### config.mk
export PLATFORM = sky130hd
export DESIGN_NAME = glyph_store
export DESIGN_NICKNAME = d
export VERILOG_FILES = /design/src/rtl/glyph_store_pkg.sv /design/src/rtl/glyph_bus_decode.sv /design/src/rtl/glyph_row_mem.sv /design/src/rtl/glyph_store.sv
export SDC_FILE = /design/constraint.sdc
export NUM_CORES = 1
export LEC_CHECK = 0
export BUFFER_PORTS_ARGS = -buffer_cell sky130_fd_sc_hd__buf_4
export CAP_MARGIN = 20
export CORE_MARGIN = 2
export CORE_UTILIZATION = 43
export DETAILED_ROUTE_END_ITERATION = 7
export PLACE_DENSITY_LB_ADDON = 0.3
export SLEW_MARGIN = 40
export SYNTH_ARGS = -nofsm -noshare
export SYNTH_HDL_FRONTEND = slang
export SYNTH_SLANG_ARGS = --single-unit
### constraint.sdc
create_clock -name clk -period 6.2 [get_ports clk]
set_input_delay 1.24 -clock clk [delete_from_list [all_inputs] [get_ports clk]]
set_output_delay 1.24 -clock clk [all_outputs]
set_load 0.02 [all_outputs]
### src/rtl/glyph_store_pkg.sv
package glyph_store_pkg;

    typedef enum logic [1:0] {
        TGT_NONE = 2'd0,
        TGT_PTR  = 2'd1,
        TGT_ROW  = 2'd2
    } target_e;

    typedef struct packed {
        logic    wr;
        logic    rd;
        target_e tgt;
    } bus_op_t;

    function automatic target_e space_of(input logic fl, input logic [1:0] sp);
        if (fl)
            return TGT_NONE;
        case (sp)
            2'b00:   return TGT_PTR;
            2'b01:   return TGT_ROW;
            default: return TGT_NONE;
        endcase
    endfunction

endpackage

### src/rtl/glyph_bus_decode.sv
module glyph_bus_decode
    import glyph_store_pkg::*;
#(
    parameter int ROW_W = 3
) (
    input  logic               cs_n,
    input  logic               wr_n,
    input  logic               rd_n,
    input  logic               flash_sel,
    input  logic [ROW_W+1:0]   addr,
    output bus_op_t            op,
    output logic [ROW_W-1:0]   row_idx
);
    logic sel;

    always_comb begin
        sel     = !cs_n;
        op.wr   = sel && !wr_n && rd_n;
        op.rd   = sel && !rd_n && wr_n;
        op.tgt  = space_of(flash_sel, addr[ROW_W+1:ROW_W]);
        row_idx = addr[ROW_W-1:0];
    end

    always_comb begin
        assert (!(op.wr && op.rd)) else $error("AST_STROBE_EXCL");
    end
endmodule

### src/rtl/glyph_row_mem.sv
module glyph_row_mem #(
    parameter int SLOT_W = 4,
    parameter int ROW_W  = 3,
    parameter int COLS   = 5
) (
    input  logic              clk,
    input  logic              rst,
    input  logic              we,
    input  logic [SLOT_W-1:0] w_slot,
    input  logic [ROW_W-1:0]  w_row,
    input  logic [COLS-1:0]   w_dots,
    input  logic [SLOT_W-1:0] r_slot [2],
    input  logic [ROW_W-1:0]  r_row  [2],
    output logic [COLS-1:0]   r_dots [2]
);
    localparam int N_SLOTS = 1 << SLOT_W;
    localparam int N_ROWS  = (1 << ROW_W) - 1;

    logic [COLS-1:0] cells [N_SLOTS][N_ROWS];
    logic            w_ok;

    assign w_ok = we && (int'(w_row) < N_ROWS);

    always_ff @(posedge clk) begin
        if (w_ok)
            cells[w_slot][w_row] <= w_dots;
    end

    for (genvar p = 0; p < 2; p++) begin : g_rd
        always_comb begin
            if (int'(r_row[p]) < N_ROWS)
                r_dots[p] = cells[r_slot[p]][r_row[p]];
            else
                r_dots[p] = '0;
        end
    end

    AST_ROW_STORE: assert property (@(posedge clk) disable iff (rst)
        w_ok |=> cells[$past(w_slot)][$past(w_row)] == $past(w_dots));
    AST_ROW7_ZERO: assert property (@(posedge clk) disable iff (rst)
        (int'(r_row[1]) == N_ROWS) |-> (r_dots[1] == '0));
endmodule

### src/rtl/glyph_store.sv
module glyph_store
    import glyph_store_pkg::*;
#(
    parameter int SLOT_W = 4,
    parameter int ROW_W  = 3,
    parameter int COLS   = 5,
    parameter int DATA_W = 8
) (
    input  logic              clk,
    input  logic              rst,
    input  logic              cs_n,
    input  logic              wr_n,
    input  logic              rd_n,
    input  logic              flash_sel,
    input  logic [ROW_W+1:0]  addr,
    input  logic [DATA_W-1:0] wdata,
    output logic [DATA_W-1:0] rdata,
    input  logic [SLOT_W-1:0] scan_slot,
    input  logic [ROW_W-1:0]  scan_row,
    output logic [COLS-1:0]   scan_dots
);
    bus_op_t           op;
    logic [ROW_W-1:0]  row_idx;
    logic [SLOT_W-1:0] ptr;
    logic              ptr_we;
    logic              row_we;
    logic [SLOT_W-1:0] rd_slot [2];
    logic [ROW_W-1:0]  rd_row  [2];
    logic [COLS-1:0]   rd_dots [2];

    glyph_bus_decode #(.ROW_W(ROW_W)) u_dec (
        .cs_n(cs_n), .wr_n(wr_n), .rd_n(rd_n), .flash_sel(flash_sel),
        .addr(addr), .op(op), .row_idx(row_idx)
    );

    assign ptr_we = op.wr && (op.tgt == TGT_PTR);
    assign row_we = op.wr && (op.tgt == TGT_ROW);

    always_ff @(posedge clk) begin
        if (rst)
            ptr <= '0;
        else if (ptr_we)
            ptr <= wdata[SLOT_W-1:0];
    end

    assign rd_slot[0] = ptr;
    assign rd_row[0]  = row_idx;
    assign rd_slot[1] = scan_slot;
    assign rd_row[1]  = scan_row;

    glyph_row_mem #(.SLOT_W(SLOT_W), .ROW_W(ROW_W), .COLS(COLS)) u_mem (
        .clk(clk), .rst(rst), .we(row_we), .w_slot(ptr), .w_row(row_idx),
        .w_dots(wdata[COLS-1:0]), .r_slot(rd_slot), .r_row(rd_row), .r_dots(rd_dots)
    );

    assign scan_dots = rd_dots[1];

    always_comb begin
        rdata = '0;
        if (op.rd) begin
            case (op.tgt)
                TGT_PTR: rdata[SLOT_W-1:0] = ptr;
                TGT_ROW: rdata[COLS-1:0]   = rd_dots[0];
                default: rdata = '0;
            endcase
        end
    end

    AST_PTR_LOAD: assert property (@(posedge clk) disable iff (rst)
        ptr_we |=> ptr == $past(wdata[SLOT_W-1:0]));
    AST_PTR_HOLD: assert property (@(posedge clk) disable iff (rst)
        !ptr_we |=> $stable(ptr));
    AST_PTR_RESET: assert property (@(posedge clk) disable iff (rst)
        $past(rst) |-> ptr == '0);
    AST_RD_UPPER_ZERO: assert property (@(posedge clk) disable iff (rst)
        rdata[DATA_W-1:COLS] == '0);
    AST_IDLE_ZERO: assert property (@(posedge clk) disable iff (rst)
        !(!cs_n && !rd_n && wr_n) |-> rdata == '0);
endmodule

==> results.md <==
* Final setup vio count at 0
* Critical path peak fanout at 23
* Top routing layer in use: met5
* Tmin final at 5550 ps
* Average wire per standard cell at 33.3 um
* Ys flop type: edfxtp_1
* Clock buffer depth at 3
* Die ar. at 0.0655 mm2
* Placer Congestion at 0.948
* Vert. Die Dim at 256 um
* First-pass GRT wire length at 120000 um
* Initial Utilization at 43.4%
* Post-route total power at 8.10 mW
* IO buf count at 32
* Fill count at 5290
* Status: finished clean
* Initial DRC Count at 2416
* Async SR Flop Fraction at 0%
* Crit start category: flop
* Routed met1 length at 32800 um
* Hold buffers post-CTS at 0
* Kind of critical path: reg -> out
* Syn Inst Count at 1611
* Post-Syn Area at between 0.02 and 0.03 mm2
* ANT nets after route at 0
* Cells on worst reg2reg path at 3
* Final Hold Viols at 0
* Core area at about 0.063 mm2
* DRC Markers at 0
* H-tree depth at 2
* Total gr overflow at 0
* PD cells at 267 mW/mm2
* Hold Crit Class: reg -> reg
* IO Count at 39
* Post-synthesis cell type count at 54
* Vias in the first global route at 16746
* CTS tree: built
* Critical path, cell by cell: and2_2 -> a22oi_1 -> nand3_1 -> nand4_1 -> nor4_1 -> a221oi_1 -> buf_4
* P&R area growth vs syn at 11.2%
* R2R setup slack at 3440 ps
* DP HPWL at 56300 um
* Cell Area, Placed at about 0.029 mm2
* Post-synth top area share at 61.7%
* Post-synth EDFFs at 560
* Worst clock skew at 13.1 ps
* Hold path start: ptr[2]
* R2r startpoint: ptr[1]
* Clk_lat worst skew at 640 ps
* Non-Filler Instances at 2529
* Relative slew slack at 37.1%
* Pins Over Slew Limit at 0
* Drt pass-1 iters at 6
* Vias per inst at 6.69
* Final Cycle Share at 89.5%
* CP max stage cell: dfxtp_2
* Synthesis Warnings at 0
* Reg clk slew, reported paths at 60 ps
* Max_cap viols at 0
* PostCTS Resize Cnt at 0
* Post-layout worst setup margin at roughly 650 ps
* Dpl ws at 806 ps
* WL met2 at 38200 um
* Worst path required time at 4960 ps
* Multi-input logic area at 0.00969 mm2
* Root Driver: clkbuf_16
* Avg Cell Area, Syn at 16.9 um2
* VDD IR max at 189 uV
* WL met3 at 9660 um
* Worst r2r dst: u_mem.cells[14][10]
* Clock sinks at 568
* CTS Buf Count at 59
* Final Routed Wirelength at 84100 um
* Max Fclk at between 150 and 200 MHz
* Final setup TNS at 0 ps
* Synth top area cells: edfxtp_1 62%, mux4_2 17%, mux2i_1 7.7%, a22oi_1 2.5%, nor2_1 2.0%
* Register area at between 0.015 and 0.02 mm2
* Vias post-DR at 16914
* Site Rows at 92
* Crit path largest cell delay at 910 ps
* Crit path capture type: output port
* WP data arrival at around 4300 ps
* Fin nets at about 1700
* Finished Cell Area at 0.0303 mm2
* RSZ-0062 raised after global routing: false
* Worst Tran Pin Value at 942 ps
* Initial antenna violation count at 2
* Post-CTS setup buffers at 0
* Cell taking the most area after synthesis: edfxtp_1
* Die W at 256 um
* Seq/Total Area, Yosys at 62.2%
* WHS Path Cells at 2
* # placed instances at 2422
* Layout cells sized above 1 at a little under a quarter
* Total track usage at 25.5%
* Post-synthesis register bit count at 568
* Largest net degree at the start of global routing at 113
* P_leak at 8.93 nW
[critical path: cells and delay by family (launching register included)]
family,cells,cell delay (ps)
compound gates,2,510
buf+inv,1,230
flops,1,910
simple gates,4,2000
[flip-flops by register name, indices dropped and copies added, names as in the netlist, named ones only]
name	count
ptr	4
u_mem.cells	560
[worst max-delay path by stage]
stage                  from           end  slack (ps)  cells after the start
4_1_cts                flop      rdata[0]         790                      8
6_report               flop      rdata[0]         650                      7
5_1_grt                flop      rdata[0]         600                      7
2_1_floorplan  scan_slot[0]  scan_dots[0]        1780                      6
3_3_place_gp   scan_slot[0]  scan_dots[1]         820                     10
3_5_place_dp   scan_slot[0]  scan_dots[1]         810                     10
[kinds of logic after synthesis]
group                      count (synthesis)  synth area share, %
and+or+nand+nor                          334                 5.62
DFF                                      568                 62.2
other                                      1               0.0137
adders and majority gates                  2               0.0917
buffers and inverters                    123                 2.41
muxes                                    433                 25.5
AOI/OAI and AO/OA                        150                 4.17
[per-layer routing]
metal / vias up / GRT usage, %
met3: 195 / 6.16
met2: 1133 / 38.7
met4: 2 / 9.58
met1: 8856 / 35.7
met5: - / 0
li1: 6728 / -
[area by class of cell]
cell class                      instances  share of cell area (%)
Tap cell                              846                    3.49
Inverter                                6                  0.0743
Timing Repair Buffer                   80                    2.52
Clock buffer                           69                    4.99
Antenna cell                            1                 0.00825
Clock inverter                         37                   0.990
Multi-Input combinational cell        922                    31.9
Sequential cell                       568                    56.0
[synth_stat cells (3+ instances only)]
master     instances
o211ai_1           3
clkbuf_1          51
mux2_2            18
nor2_1           144
nand4_1           14
nand2_1           53
nand3b_1           3
mux2i_1          209
edfxtp_1         560
dfxtp_1            8
nor4_1             7
buf_4             32
nor2b_1           17
a2111oi_0          5
a211oi_1           6
nand3_1           55
nand2b_1           8
o22ai_1           10
o2111ai_1          3
a21oi_1           11
a22oi_1           91
a221oi_1           5
and3_1             4
buf_1              6
buf_2             22
inv_1              5
and2_1             4
mux4_2           204
o31ai_1            3
nor3_1            15
buf_6              5
[layout by cell type, fill, tap and decap left out, types with 4 or more instances in the layout]
cell type / synthesis / routed
nand3_1: 55 / 53
bufinv_16: 0 / 4
mux4_2: 204 / 204
nor2b_1: 17 / 15
a21oi_1: 11 / 11
a2111oi_0: 5 / 5
nor3_1: 15 / 14
edfxtp_1: 560 / 560
o22ai_1: 10 / 10
mux2i_1: 209 / 209
buf_12: 0 / 11
nor4_1: 7 / 7
clkbuf_16: 0 / 59
a211oi_1: 6 / 6
nand2_1: 53 / 53
nand2b_1: 8 / 8
nor2_1: 144 / 143
clkinv_1: 1 / 13
nand4_1: 14 / 14
mux2_2: 18 / 18
buf_4: 32 / 64
a221oi_1: 5 / 5
inv_1: 5 / 5
dfxtp_1: 8 / 5
clkinv_2: 0 / 12
a22oi_1: 91 / 91
clkbuf_1: 51 / 10
and3_1: 4 / 4
[power by group]
group	switching (mW)	leakage, nW	internal [mW]
sequential	0.00192	5.10	4.22
clock	1.52	0.888	1.91
combinational	0.290	2.94	0.173
[stage by stage]
| step | utilization [%] | hold slack (ps) |
|---|---|---|
| global route | 48.3 | 693 |
| finish | 48.3 | 659 |
| CTS | 48.2 | 648 |
| detailed placement | 45.4 | 641 |
| floorplan | - | 670 |
| global placement | 45.3 | 604 |
Note: power is estimated with default switching activity, not from simulation.
